`config.mk`:
```
export PLATFORM = sky130hd
export DESIGN_NAME = scan_strobe_seq
export DESIGN_NICKNAME = d
export VERILOG_FILES = /design/src/rtl/scan_strobe_pkg.sv /design/src/rtl/scan_strobe_start_sel.sv /design/src/rtl/scan_strobe_ctrl.sv /design/src/rtl/scan_strobe_dec.sv /design/src/rtl/scan_strobe_seq.sv
export SDC_FILE = /design/constraint.sdc
export NUM_CORES = 1
export LEC_CHECK = 0
export BUFFER_PORTS_ARGS = -buffer_cell sky130_fd_sc_hd__buf_2
export CAP_MARGIN = 10
export CORE_MARGIN = 3
export CORE_UTILIZATION = 35
export DETAILED_ROUTE_END_ITERATION = 8
export PLACE_DENSITY = 0.59
export SETUP_SLACK_MARGIN = 0.1
export SYNTH_ARGS = -nofsm -noshare
export SYNTH_HDL_FRONTEND = slang
export SYNTH_HIERARCHICAL = 1
export SYNTH_SLANG_ARGS = --single-unit
```
`constraint.sdc`:
```
create_clock -name clk -period 2.8 [get_ports clk]
set_clock_uncertainty 0.15 [all_clocks]
set_input_delay 0 -clock clk [delete_from_list [all_inputs] [get_ports clk]]
set_output_delay 0 -clock clk [all_outputs]
set_load 0.005 [all_outputs]
```
`src/rtl/scan_strobe_pkg.sv`:
```
package scan_strobe_pkg;

   typedef enum logic [1:0] {
      SS_IDLE = 2'd0,
      SS_LEAD = 2'd1,
      SS_RUN  = 2'd2
   } ss_state_e;

   function automatic int unsigned width_for(input int unsigned n);
      return (n <= 1) ? 1 : $clog2(n);
   endfunction

endpackage

```
`src/rtl/scan_strobe_start_sel.sv`:
```
module scan_strobe_start_sel (
   input  logic dir_i,
   input  logic start_a_i,
   input  logic start_b_i,
   output logic start_o,
   output logic oe_a_o,
   output logic oe_b_o
);

   // direction high: pin A listens, pin B drives
   always_comb begin
      start_o = dir_i ? start_a_i : start_b_i;
      oe_b_o  = dir_i;
      oe_a_o  = ~dir_i;
   end

endmodule

```
`src/rtl/scan_strobe_ctrl.sv`:
```
module scan_strobe_ctrl
   import scan_strobe_pkg::*;
#(
   parameter int unsigned NUM_GROUPS   = 80,
   parameter int unsigned CH_PER_GROUP = 3,
   parameter int unsigned SEQ_LATENCY  = 3,
   localparam int unsigned GW = width_for(NUM_GROUPS),
   localparam int unsigned CW = width_for(CH_PER_GROUP)
) (
   input  logic          clk,
   input  logic          rst_n,
   input  logic          start_i,
   input  logic          mode_i,
   input  logic          dir_i,
   output logic          fire_o,
   output logic          last_o,
   output logic [GW-1:0] grp_o,
   output logic [CW-1:0] ch_o,
   output logic          grp_mode_o,
   output logic          up_o
);

   localparam int unsigned LW = width_for(SEQ_LATENCY);
   localparam logic [GW-1:0] GRP_LAST = GW'(NUM_GROUPS - 1);
   localparam logic [CW-1:0] CH_LAST  = CW'(CH_PER_GROUP - 1);

   initial begin
      assert (NUM_GROUPS >= 2) else $fatal(1, "NUM_GROUPS must be at least 2");
      assert (CH_PER_GROUP >= 1) else $fatal(1, "CH_PER_GROUP must be at least 1");
      assert (SEQ_LATENCY >= 1) else $fatal(1, "SEQ_LATENCY must be at least 1");
   end

   ss_state_e     state_q;
   logic [GW-1:0] grp_q;
   logic [CW-1:0] ch_q;
   logic          grp_mode_q;
   logic          up_q;
   logic [LW-1:0] lead_q;
   logic          lead_done;

   logic grp_top, grp_bot, ch_top, ch_bot, last;

   always_comb begin
      grp_top = (grp_q == GRP_LAST);
      grp_bot = (grp_q == '0);
      ch_top  = (ch_q == CH_LAST);
      ch_bot  = (ch_q == '0);
      if (grp_mode_q)
         last = up_q ? grp_top : grp_bot;
      else
         last = up_q ? (grp_top && ch_top) : (grp_bot && ch_bot);
   end

   // lead-in counter variant chosen by latency parameter
   generate
      if (SEQ_LATENCY > 1) begin : g_lead
         always_comb lead_done = (lead_q == '0);
      end else begin : g_nolead
         always_comb lead_done = 1'b1;
      end
   endgenerate

   always_ff @(posedge clk) begin
      if (!rst_n) begin
         state_q    <= SS_IDLE;
         grp_q      <= '0;
         ch_q       <= '0;
         grp_mode_q <= 1'b0;
         up_q       <= 1'b1;
         lead_q     <= '0;
      end else begin
         case (state_q)
            SS_IDLE: begin
               if (start_i) begin
                  grp_mode_q <= mode_i;
                  up_q       <= dir_i;
                  grp_q      <= dir_i ? '0 : GRP_LAST;
                  ch_q       <= dir_i ? '0 : CH_LAST;
                  lead_q     <= LW'((SEQ_LATENCY > 1) ? SEQ_LATENCY - 2 : 0);
                  if (mode_i || SEQ_LATENCY == 1)
                     state_q <= SS_RUN;
                  else
                     state_q <= SS_LEAD;
               end
            end
            SS_LEAD: begin
               if (lead_done)
                  state_q <= SS_RUN;
               else
                  lead_q <= lead_q - 1'b1;
            end
            SS_RUN: begin
               if (last) begin
                  state_q <= SS_IDLE;
               end else if (grp_mode_q) begin
                  grp_q <= up_q ? grp_q + 1'b1 : grp_q - 1'b1;
               end else if (up_q) begin
                  if (ch_top) begin
                     ch_q  <= '0;
                     grp_q <= grp_q + 1'b1;
                  end else begin
                     ch_q <= ch_q + 1'b1;
                  end
               end else begin
                  if (ch_bot) begin
                     ch_q  <= CH_LAST;
                     grp_q <= grp_q - 1'b1;
                  end else begin
                     ch_q <= ch_q - 1'b1;
                  end
               end
            end
            default: state_q <= SS_IDLE;
         endcase
      end
   end

   always_comb begin
      fire_o     = (state_q == SS_RUN);
      last_o     = last;
      grp_o      = grp_q;
      ch_o       = ch_q;
      grp_mode_o = grp_mode_q;
      up_o       = up_q;
   end

endmodule

```
`src/rtl/scan_strobe_dec.sv`:
```
module scan_strobe_dec
   import scan_strobe_pkg::*;
#(
   parameter int unsigned NUM_GROUPS   = 80,
   parameter int unsigned CH_PER_GROUP = 3,
   localparam int unsigned GW = width_for(NUM_GROUPS),
   localparam int unsigned CW = width_for(CH_PER_GROUP),
   localparam int unsigned NS = NUM_GROUPS * CH_PER_GROUP
) (
   input  logic          clk,
   input  logic          rst_n,
   input  logic          fire_i,
   input  logic          last_i,
   input  logic [GW-1:0] grp_i,
   input  logic [CW-1:0] ch_i,
   input  logic          grp_mode_i,
   input  logic          up_i,
   output logic [NS-1:0] strobe_o,
   output logic          casc_up_o,
   output logic          casc_dn_o
);

   logic [NS-1:0] hit;
   logic [NS-1:0] strobe_q;
   logic          casc_up_q, casc_dn_q;

   generate
      for (genvar g = 0; g < NUM_GROUPS; g++) begin : g_grp
         logic grp_hit;
         assign grp_hit = fire_i && (grp_i == GW'(g));
         for (genvar c = 0; c < CH_PER_GROUP; c++) begin : g_ch
            assign hit[g*CH_PER_GROUP + c] = grp_hit && (grp_mode_i || (ch_i == CW'(c)));
         end
      end
   endgenerate

   always_ff @(posedge clk) begin
      if (!rst_n) begin
         strobe_q  <= '0;
         casc_up_q <= 1'b0;
         casc_dn_q <= 1'b0;
      end else begin
         strobe_q  <= hit;
         casc_up_q <= fire_i && last_i && up_i;
         casc_dn_q <= fire_i && last_i && !up_i;
      end
   end

   assign strobe_o  = strobe_q;
   assign casc_up_o = casc_up_q;
   assign casc_dn_o = casc_dn_q;

endmodule

```
`src/rtl/scan_strobe_seq.sv`:
```
module scan_strobe_seq
   import scan_strobe_pkg::*;
#(
   parameter int unsigned NUM_GROUPS   = 80,
   parameter int unsigned CH_PER_GROUP = 3,
   parameter int unsigned SEQ_LATENCY  = 3,
   localparam int unsigned NS = NUM_GROUPS * CH_PER_GROUP
) (
   input  logic          clk,
   input  logic          rst_n,
   input  logic          mode_i,
   input  logic          dir_i,
   input  logic          start_a_i,
   input  logic          start_b_i,
   output logic          cascade_a_o,
   output logic          cascade_a_oe,
   output logic          cascade_b_o,
   output logic          cascade_b_oe,
   output logic [NS-1:0] strobe_o
);

   localparam int unsigned GW = width_for(NUM_GROUPS);
   localparam int unsigned CW = width_for(CH_PER_GROUP);

   logic          start_w;
   logic          fire_w, last_w, grp_mode_w, up_w;
   logic [GW-1:0] grp_w;
   logic [CW-1:0] ch_w;
   logic          casc_up_w, casc_dn_w;

   scan_strobe_start_sel sel_i (
      .dir_i     (dir_i),
      .start_a_i (start_a_i),
      .start_b_i (start_b_i),
      .start_o   (start_w),
      .oe_a_o    (cascade_a_oe),
      .oe_b_o    (cascade_b_oe)
   );

   scan_strobe_ctrl #(
      .NUM_GROUPS   (NUM_GROUPS),
      .CH_PER_GROUP (CH_PER_GROUP),
      .SEQ_LATENCY  (SEQ_LATENCY)
   ) ctrl_i (
      .clk        (clk),
      .rst_n      (rst_n),
      .start_i    (start_w),
      .mode_i     (mode_i),
      .dir_i      (dir_i),
      .fire_o     (fire_w),
      .last_o     (last_w),
      .grp_o      (grp_w),
      .ch_o       (ch_w),
      .grp_mode_o (grp_mode_w),
      .up_o       (up_w)
   );

   scan_strobe_dec #(
      .NUM_GROUPS   (NUM_GROUPS),
      .CH_PER_GROUP (CH_PER_GROUP)
   ) dec_i (
      .clk        (clk),
      .rst_n      (rst_n),
      .fire_i     (fire_w),
      .last_i     (last_w),
      .grp_i      (grp_w),
      .ch_i       (ch_w),
      .grp_mode_i (grp_mode_w),
      .up_i       (up_w),
      .strobe_o   (strobe_o),
      .casc_up_o  (casc_up_w),
      .casc_dn_o  (casc_dn_w)
   );

   // upward scan hands off on pin B, downward scan on pin A
   assign cascade_b_o = casc_up_w;
   assign cascade_a_o = casc_dn_w;

endmodule

```
[Word-level counts from Yosys, hierarchy flattened]
Index checks and enable logic that the tools add are counted.
Storage, ports and cells
  register bits after elaboration: 257
  output and inout port bits: 244
  input bits: 6
  word-level logic and storage cells: 475
Cells by class
  multiplexer cells: 29
  bitwise gates (word level): 1
  reduce and logical (&&, ||, !) cells: 340
  add/subtract/negate cells: 5
  equal/unequal tests: 91
Operators by type and width (count)
  1-bit logical AND: 325
  7-bit by 6-bit equality test with 1-bit output (second input constant): 32
  7-bit by 5-bit equality test with 1-bit output (second input constant): 16
  7-bit equality test (second input constant): 16
  7-bit by 4-bit equality test with 1-bit output (second input constant): 8
  7-bit 2-to-1 mux: 8
  7-bit by 3-bit equality test with 1-bit output (second input constant): 4
  2-bit 2-to-1 mux: 13
  7-bit by 2-bit equality test with 1-bit output (second input constant): 2
  7-bit one-hot mux with 2 select lines: 1
  2-bit inequality test (second input constant): 4
  4-bit inequality test (second input constant): 2
  2-bit one-hot mux with 2 select lines: 2
  7-bit by 1-bit adder with 7-bit output (second input constant): 1
  7-bit by 1-bit equality test with 1-bit output (second input constant): 1
  7-bit zero test: 1
  7-bit by 1-bit subtractor with 7-bit output (second input constant): 1
  2-bit zero test: 3
  2-bit one-hot mux with 3 select lines: 1
  3-bit AND reduction: 2
  5-bit AND reduction: 1
  2-bit by 1-bit equality test with 1-bit output (second input constant): 2
  2-bit equality test (second input constant): 2
  1-bit 2-to-1 mux: 4
  9 further kinds: 14

[Logic depth before layout (Yosys ltp)]
Gate-level depths: netlist of run 1.
  word-level depth: 6
  depth in mapped cells: 8
  depth with buffers taken out: 7

[By module]
Netlist of run 1, hierarchy kept.
Modules (own cells, without submodules)
  scan_strobe_dec: cells each 631, seq. area each 4844.6 um^2, area an instance 7709.9 um^2, times used 1
  scan_strobe_ctrl: cells each 136, seq. area each 300.3 um^2, area an instance 1167.4 um^2, times used 1
  scan_strobe_start_sel: cells each 3, seq. area each 0.0 um^2, area an instance 26.3 um^2, times used 1

[Worst setup path before layout of run 1]
Ideal clock, no wire load.
  path kind: register to register
  start point: reg ctrl_i.up_q (netlist: ctrl_i/up_o)
  end point: reg ctrl_i.grp_q[6] (netlist: ctrl_i/grp_o[6])
  clock period less this slack: 1.999 ns
  required time: 2.588 ns
  setup slack: 0.801 ns
  arrival: 1.787 ns
  cell stages (with the launch flop): 9
  buffers on the path: 1
  setup time: 0.062 ns
  path through: dfxtp_1 > buf_6 > inv_1 > ha_1 > nor2b_1 > o31ai_1 > a21oi_1 > a311o_1 > nand3_1
Between the ends
  longest elaborated chain between the ends: 4
  elaborated cells on any way between the ends: 12
  those cells by class: 3 x eq/ne; 8 x mux; 1 x reduce/logical
RTL lines
  from (decl): line scan_strobe_ctrl.sv:37  | logic up_q;
  from (signal assigned): line scan_strobe_ctrl.sv:76  | up_q <= dir_i;
  1-bit 2-to-1 mux, or another cell as far along: line scan_strobe_ctrl.sv:51  | last = up_q ? (grp_top && ch_top) : (grp_bot && ch_bot);
  1-bit 2-to-1 mux or 7-bit 2-to-1 mux (tied branches): line scan_strobe_ctrl.sv:48, scan_strobe_ctrl.sv:95
  2-bit inequality test (no source line) or 7-bit 2-to-1 mux (tied branches)
  5-bit AND reduction (no source line) or 7-bit one-hot mux with 2 select lines (tied branches)
  to (signal assigned): line scan_strobe_ctrl.sv:77  | grp_q <= dir_i ? '0 : GRP_LAST;
  to (signal assigned): line scan_strobe_ctrl.sv:96  | grp_q <= up_q ? grp_q + 1'b1 : grp_q - 1'b1;
  to (signal assigned): line scan_strobe_ctrl.sv:100  | grp_q <= grp_q + 1'b1;
  to (decl): line scan_strobe_ctrl.sv:34  | logic [GW-1:0] grp_q;
Several ways; a longest one is shown, not always the timed one. The select of a mux whose other input is x is not followed.
A chain may end at the register's enable or synchronous reset.

[Final worst setup path of run 1]
  start point: in dir_i
  end point: reg ctrl_i.grp_mode_q (netlist: ctrl_i/grp_mode_o)
Between the ends
  longest elaborated chain between the ends: 2
RTL lines
  from (decl): line scan_strobe_seq.sv:12  | input logic dir_i,
  1-bit 2-to-1 mux: line scan_strobe_start_sel.sv:12  | start_o = dir_i ? start_a_i : start_b_i;
  net start_w: line scan_strobe_seq.sv:25  | logic start_w;
  2-bit AND reduction (no source line)
  to (signal assigned): line scan_strobe_ctrl.sv:75  | grp_mode_q <= mode_i;
  to (decl): line scan_strobe_ctrl.sv:36  | logic grp_mode_q;
The timed path passes the listed nets, and every way through them passes these cells.

==> summary.md, run 1 <==
| Metric | Value |
|---|---|
| Worst Hold End | `ctrl_i/state_q[0]$_SDFFE_PN0P_` |
| Vias in the first global route | `6703` |
| Status | `finished, final reports clean` |
| Post-Syn Instances | `770` |
| Post-DP HPWL | `15.87 mm` |
| Slew @ Worst Pin | `0.9529 ns` |
| Synthesized flop and latch total | `257` |
| Clock Path Buffers | `3` |
| DRT iter0 DRCs | `775` |
| Initial antenna violation count | `0` |
| Final Max Tran Viols | `0` |
| Num CTS Buffers | `27` |
| Worst R2R End | `dec_i/strobe_o[5]$_SDFF_PN0_` |
| # DRC | `0` |
| Period utilization | `0.8981` |
| Leakage Power | `4.531 nW` |
| Resize count post-CTS | `0` |
| GRT Residual Overflow | `0` |
| Worst reg2reg path depth | `5` |
| Area Overhead vs Synth | `26.81%` |
| Syn Nets | `788` |
| Hold crit path type | `in2reg` |
| Total track usage | `0.1828` |
| Max Fclk | `397.7 MHz` |
| P_int | `6.083 mW` |
| WHS | `0.2648 ns` |
| Global-route wire length before repair | `39.70 mm` |
| Wirelength per Cell | `20.64 µm` |
| Initial Util | `0.3608` |
| Final min period | `2.515 ns` |
| Ys async rst share | `0` |
| Vias per Instance | `5.483` |
| Setup WS pre-CTS | `0.4843 ns` |
| Worst VDD drop | `0.4399 mV` |
| Crit Path Class | `in2reg` |
| Worst-path clk slew | `0.06 ns` |
| CTS sink cnt | `257` |
| Crit. End Element | `flip-flop` |
| Setup TNS | `0 ns` |
| Vias | `7111` |
| Syn Std Cell Area | `8904 µm²` |
| Ys Warns | `6` |
| Clock group share of total power | `0.449` |
| Die H | `165.5 µm` |
| Fin nets | `973` |
| Post-synth EDFFs | `0` |
| Final setup fails | `0` |
| Core area | `24680 µm²` |
| CP arrival | `2.78 ns` |
| Hold depth | `5` |
| Switching power total | `2.057 mW` |
| Worst Slack Setup Final | `0.2854 ns` |
| Skew-Pair Late Insertion Delay | `0.54 ns` |
| DIE AREA | `27390 µm²` |
| Cell Pwr Density | `720.9 nW/µm²` |
| Die W | `165.5 µm` |
| Final wirelength | `26.77 mm` |
| Max-capacitance violation count | `0` |
| Num ports | `250` |
| Element type at the critical path start | `input pin` |
| Comb pwr share | `0.094` |
| Largest net degree at the start of global routing | `81` |
| DRT Pass-1 Iters | `5` |
| Post-route ant nets | `0` |
| Root Buffer | `clkbuf_16` |
| Ant. Diodes | `0` |
| Commonest register cell after synthesis | `dfxtp_1` |
| H-tree levels | `1` |
| Reg power frac | `0.457` |
| Hold Fails Final Rpt | `0` |
| RSZ-0062 raised after global routing | `no` |
| Num rows | `57` |
| Layout cells sized above 1 | `0.3823` |
| Hold path start | `mode_i` |
| Distinct cells, synth | `59` |
| Reg-to-reg startpoint | `ctrl_i/state_q[1]$_SDFFE_PN0P_` |
| Overall power | `8.140 mW` |
| Syn_area_per_cell | `11.56 µm²` |
| R2R Setup Slk | `0.44 ns` |
| Req. time, crit path | `3.07 ns` |
| Register area share after synthesis | `0.5779` |
| Slew HR | `0.3647` |
| CTS tree | `built` |
| IO Port Bufs | `249` |
| Net Sw Frac | `0.2528` |
| Largest fanout on the critical path | `10` |
| RD Place Congestion | `0.8289` |
## state kept, by name, summed over array words and instances (netlist names)
| register | flops |
|---|---|
| dec_i/strobe_o | 240 |
| ctrl_i/grp_o | 7 |
| ctrl_i/ch_o | 2 |
| ctrl_i/lead_q | 2 |
| ctrl_i/state_q | 2 |
| ctrl_i/grp_mode_o | 1 |
| ctrl_i/up_o | 1 |
| dec_i/casc_dn_o | 1 |
| dec_i/casc_up_o | 1 |
## metal layers
metal  global-route usage  wire (µm)  vias up  part of all wire
li1                     -          -     3374                 -
met3              0.04365       2177       27             0.081
met2               0.2849      12080      251              0.45
met4              0.04726        525        0             0.020
met5                    0          0        -                 0
met1               0.2551      11990     3459              0.45
## power groups by stage
stage | registers, mW | clock network [mW] | logic (mW)
2_1_floorplan | 3.78 | 0 | 0.569
3_3_place_gp | 3.80 | 0 | 0.750
3_5_place_dp | 3.80 | 0 | 0.756
4_1_cts | 3.72 | 3.73 | 0.762
5_1_grt | 3.73 | 3.89 | 0.827
6_report | 3.72 | 3.65 | 0.764
## logic make-up after synthesis
family | synth area share
buffers and inverters | 0.06956
adder cells (fa/ha/maj) | 0.01771
XOR/XNOR | 0.002952
AND/OR/NAND/NOR | 0.1126
flip-flops | 0.5779
AO/OA/AOI/OAI | 0.2140
multiplexers | 0.005339
## cell type report
cell class	instances	area (µm²)
Multi-Input combinational cell	375	3172
Sequential cell	257	5145
Fill cell	2333	13390
Clock inverter	7	131.4
Timing Repair Buffer	281	1602
Clock buffer	40	784.5
Tap cell	324	405.4
Inverter	13	51.30
## how the worst max path moves through the flow
stage                                     endpoint                            from  cells after the start  slack, ns
floorplan             ctrl_i/grp_o[6]$_SDFFE_PN0P_        ctrl_i/up_o$_SDFFE_PN1P_                      8       0.80
global placement    dec_i/strobe_o[197]$_SDFF_PN0_  ctrl_i/state_q[1]$_SDFFE_PN0P_                      5       0.56
detailed placement  dec_i/strobe_o[103]$_SDFF_PN0_  ctrl_i/state_q[1]$_SDFFE_PN0P_                      5       0.48
CTS                 ctrl_i/grp_mode_o$_SDFFE_PN0P_                           dir_i                      9       0.34
global route        ctrl_i/grp_mode_o$_SDFFE_PN0P_                           dir_i                      9       0.19
finish              ctrl_i/grp_mode_o$_SDFFE_PN0P_                           dir_i                      9       0.29
## what timing repair did
item | in CTS | in global routing
setup endpoints to repair | 0 | 0
hold endpoints to repair | 32 | 0
setup buffers | 0 | 0
hold buffers | 6 | 0
## stage by stage
step	area, µm²	cells	utilization
after floorplan	8904	770	-
after global placement	10310	1244	0.4180
after detailed placement	10310	1244	0.4180
after CTS	11290	1297	0.4576
after global routing	11290	1297	0.4576
final	11290	1297	0.4576
## Yosys cell counts (2+ instances only)
cell       instances  area share
dfxtp_1          257        0.58
inv_1             13      0.0055
xor2_1             2      0.0020
nor4_1            82       0.058
mux2_2             2      0.0025
nand4bb_1          4      0.0051
nand4b_1           2      0.0020
o21ai_0            5      0.0028
o31ai_1            3      0.0025
nor2_1            20      0.0084
a211oi_1           2      0.0017
a41o_1             2      0.0022
buf_1             10      0.0042
buf_2              6      0.0034
nand3b_1           4      0.0034
a2111oi_2         25       0.042
nor3_1             8      0.0045
nor2b_1            4      0.0028
buf_6             11       0.014
ha_1              11       0.015
nand3_1            5      0.0028
nand2_1           11      0.0046
nand4_1            3      0.0021
o21a_1             2      0.0017
o31a_1             2      0.0020
a2111oi_4          4       0.012
nand2b_1           6      0.0042
a2111oi_0        131        0.13
clkbuf_1          96       0.040
a21oi_1            8      0.0045
## placed cells by master (no fill, tap or decap), drive strengths merged, types with 2 or more instances in the layout
cell type and count:
a2111oi 160, a211oi 3, a21oi 8, a41o 2
buf 275, bufinv 3, clkbuf 40, clkinv 2
dfxtp 257, dlygate4sd3 6, ha 11, inv 14
mux2 3, nand2 12, nand2b 7, nand3 5
nand3b 5, nand4 3, nand4b 2, nand4bb 4
nor2 20, nor2b 5, nor3 8, nor4 82
o21a 2, o21ai 7, o31a 2, o31ai 3
or3b 2, xor2 2
## worst max-delay path, stage by stage
cell,delay (ns)
dlygate4sd3_1,0.53
buf_2,0.17
mux2_4,0.31
dlygate4sd3_1,0.63
nand2_2,0.23
inv_1,0.18
nand2_1,0.11
a21oi_1,0.06
dlygate4sd3_1,0.56
No activity file was read; power rests on OpenSTA's default activity.
==> run 2, diff against run 1 <==
MAX_ROUTING_LAYER = met4   (was unset)
==> summary.md, run 2 (synthesis results as in run 1) <==
| Metric | Value |
|---|---|
| Status | `finished, final reports clean` |
| Crit path top cell by count | `dlygate4sd3_1` |
| DP Area | `10310 µm² (unchanged)` |
| WHS | `0.2660 ns (+0.001195 ns)` |
| Element type at the critical path start | `input pin` |
| Max-capacitance violation count | `0 (unchanged)` |
| Switching power total | `2.056 mW (about the same)` |
| GRT Residual Overflow | `0 (unchanged)` |
| CP max stage cell | `dlygate4sd3_1` |
| Area Overhead vs Synth | `26.81% (unchanged)` |
| Hold Fails Final Rpt | `0 (unchanged)` |
| Hold crit path type | `in2reg` |
| Layout cells sized above 1 | `0.3823 (unchanged)` |
| Most frequent cells in the layout | `dfxtp_1, buf_2, a2111oi_0, nor4_1, clkbuf_16` |
| # DRC | `0 (unchanged)` |
| Post-route ant nets | `0 (unchanged)` |
| Root Buffer | `clkbuf_16` |
| Vias in the first global route | `6737 (+0.51%)` |
| Largest fanout on the critical path | `10 (unchanged)` |
| CTS sink cnt | `257 (unchanged)` |
| DRT Pass-1 Iters | `5 (unchanged)` |
| Final Max Tran Viols | `0 (unchanged)` |
| Worst path cell trace | `dlygate4sd3_1, buf_2, mux2_4, dlygate4sd3_1, nand2_2, inv_1, nand2_1, a21oi_1, dlygate4sd3_1` |
| Most common cell after layout, fill and taps aside | `dfxtp_1` |
| IO Port Bufs | `249 (unchanged)` |
| Clock group share of total power | `0.449 (about the same)` |
| Worst VDD drop | `0.4401 mV (about the same)` |
| Final non-filler cell total | `1297 (unchanged)` |
| Die H | `165.5 µm (unchanged)` |
| Clock Path Buffers | `3 (unchanged)` |
| Buf/Inv on CP | `5 (unchanged)` |
| Slowest stage delay, CP | `0.63 ns (about the same)` |
| DRT iter0 DRCs | `705 (-9.0%)` |
| Total track usage | `0.1882 (+0.005448)` |
| Worst-path clk slew | `0.06 ns (about the same)` |
| Num CTS Buffers | `27 (unchanged)` |
| H-tree levels | `1 (unchanged)` |
| Die W | `165.5 µm (unchanged)` |
| Initial Util | `0.3608 (unchanged)` |
| Skew-Pair Late Insertion Delay | `0.54 ns (about the same)` |
| Slew @ Worst Pin | `0.9407 ns (-0.01220 ns)` |
| Vias per Instance | `5.522 (+0.72%)` |
| Placed cells | `1244 (unchanged)` |
| Global-route wire length before repair | `39.63 mm (-0.17%)` |
| Setup TNS | `0 ns (unchanged)` |
| Reg power frac | `0.458 (about the same)` |
| Final wirelength | `26.72 mm (-0.21%)` |
| Num rows | `57 (unchanged)` |
| Largest net degree at the start of global routing | `81 (unchanged)` |
| Slew HR | `0.3729 (+0.008133)` |
| P_int | `6.082 mW (about the same)` |
| Final min period | `2.504 ns (-0.01030 ns)` |
| Post-DP HPWL | `15.87 mm (unchanged)` |
| Req. time, crit path | `3.07 ns (about the same)` |
| Period utilization | `0.8944 (-0.003680)` |
| Num ports | `250 (unchanged)` |
| Design Area, Final | `11290 µm² (unchanged)` |
| Ant. Diodes | `0 (unchanged)` |
| Crit. End Element | `flip-flop` |
| Final setup fails | `0 (unchanged)` |
| CP arrival | `2.77 ns (about the same)` |
| Leakage Power | `4.531 nW (unchanged)` |
| CP delay by family, top | `buffers and inverters` |
| Initial antenna violation count | `0 (unchanged)` |
| Fin nets | `973 (unchanged)` |
| Max FFs per register | `240 (unchanged)` |
| RSZ-0062 raised after global routing | `no` |
| DIE AREA | `27390 µm² (unchanged)` |
| Vias | `7162 (+0.72%)` |
| Max Fclk | `399.3 MHz (+0.41%)` |
| Resize count post-CTS | `0 (unchanged)` |
| Net Sw Frac | `0.2526 (about the same)` |
| Core area | `24680 µm² (unchanged)` |
| Comb pwr share | `0.094 (about the same)` |
| RD Place Congestion | `0.8416 (+1.5%)` |
| Cell Pwr Density | `720.8 nW/µm² (about the same)` |
| CTS tree | `built` |
| Wirelength per Cell | `20.60 µm (-0.21%)` |
| Crit Path Class | `in2reg` |
run 2: final timing paths:
kind              slack [ns]  depth (start not counted)                           start                             end
setup / recovery        0.30                          9                           dir_i  ctrl_i/grp_mode_o$_SDFFE_PN0P_
hold / removal          0.27                          5                          mode_i  ctrl_i/state_q[0]$_SDFFE_PN0P_
setup reg to reg        0.45                          5  ctrl_i/state_q[1]$_SDFFE_PN0P_   dec_i/strobe_o[98]$_SDFF_PN0_
hold reg to reg         0.36                          2        ctrl_i/up_o$_SDFFE_PN1P_      dec_i/casc_up_o$_SDFF_PN0_
run 2: area by class of cell:
type                    instances  area, µm²
fillers                      2333      13390
clock inverters                 7      131.4
flip-flops and latches        257       5145
inverters                      13      51.30
multi-input cells             375       3172
well taps                     324      405.4
repair buffers                281       1602
clock buffers                  40      784.5
run 2: power groups by stage:
stage | Combinational (mW) | Sequential (mW) | Clock [mW]
final | 0.763 | 3.72 | 3.65
after CTS | 0.762 | 3.72 | 3.73
after global routing | 0.828 | 3.73 | 3.89
after global placement | 0.750 | 3.80 | 0
after detailed placement | 0.756 | 3.80 | 0
after floorplan | 0.569 | 3.78 | 0
run 2: through the flow:
stage / power, mW / setup WS [ns] / util
global placement: 4.553 / 0.5559 / 0.4180
floorplan: 4.353 / 0.8014 / -
detailed placement: 4.560 / 0.4843 / 0.4180
global route: 8.446 / 0.1935 / 0.4576
finish: 8.138 / 0.2957 / 0.4576
CTS: 8.216 / 0.3401 / 0.4576
run 2: what timing repair did:
| action | 4_1_cts | 5_1_grt |
|---|---|---|
| setup buffers | 0 | 0 |
| hold buffers | 6 | 0 |
| endpoints found under the hold margin | 32 | 0 |
run 2: layer usage:
metal  track usage  vias to the layer above  wire, µm
li1              -                     3372         -
met1        0.2582                     3473     12020
met2        0.2846                      280     11950
met3       0.04016                       37      2175
met4       0.04726                        0       570
met5             -                        -         0
run 2: worst register-to-register path: cells and delay by family (launching register included):
family                 cells  cell delay, ns
and+or+nand+nor            2            0.62
buffers and inverters      2            0.56
AOI/OAI and AO/OA          1            0.42
DFF                        1            0.47
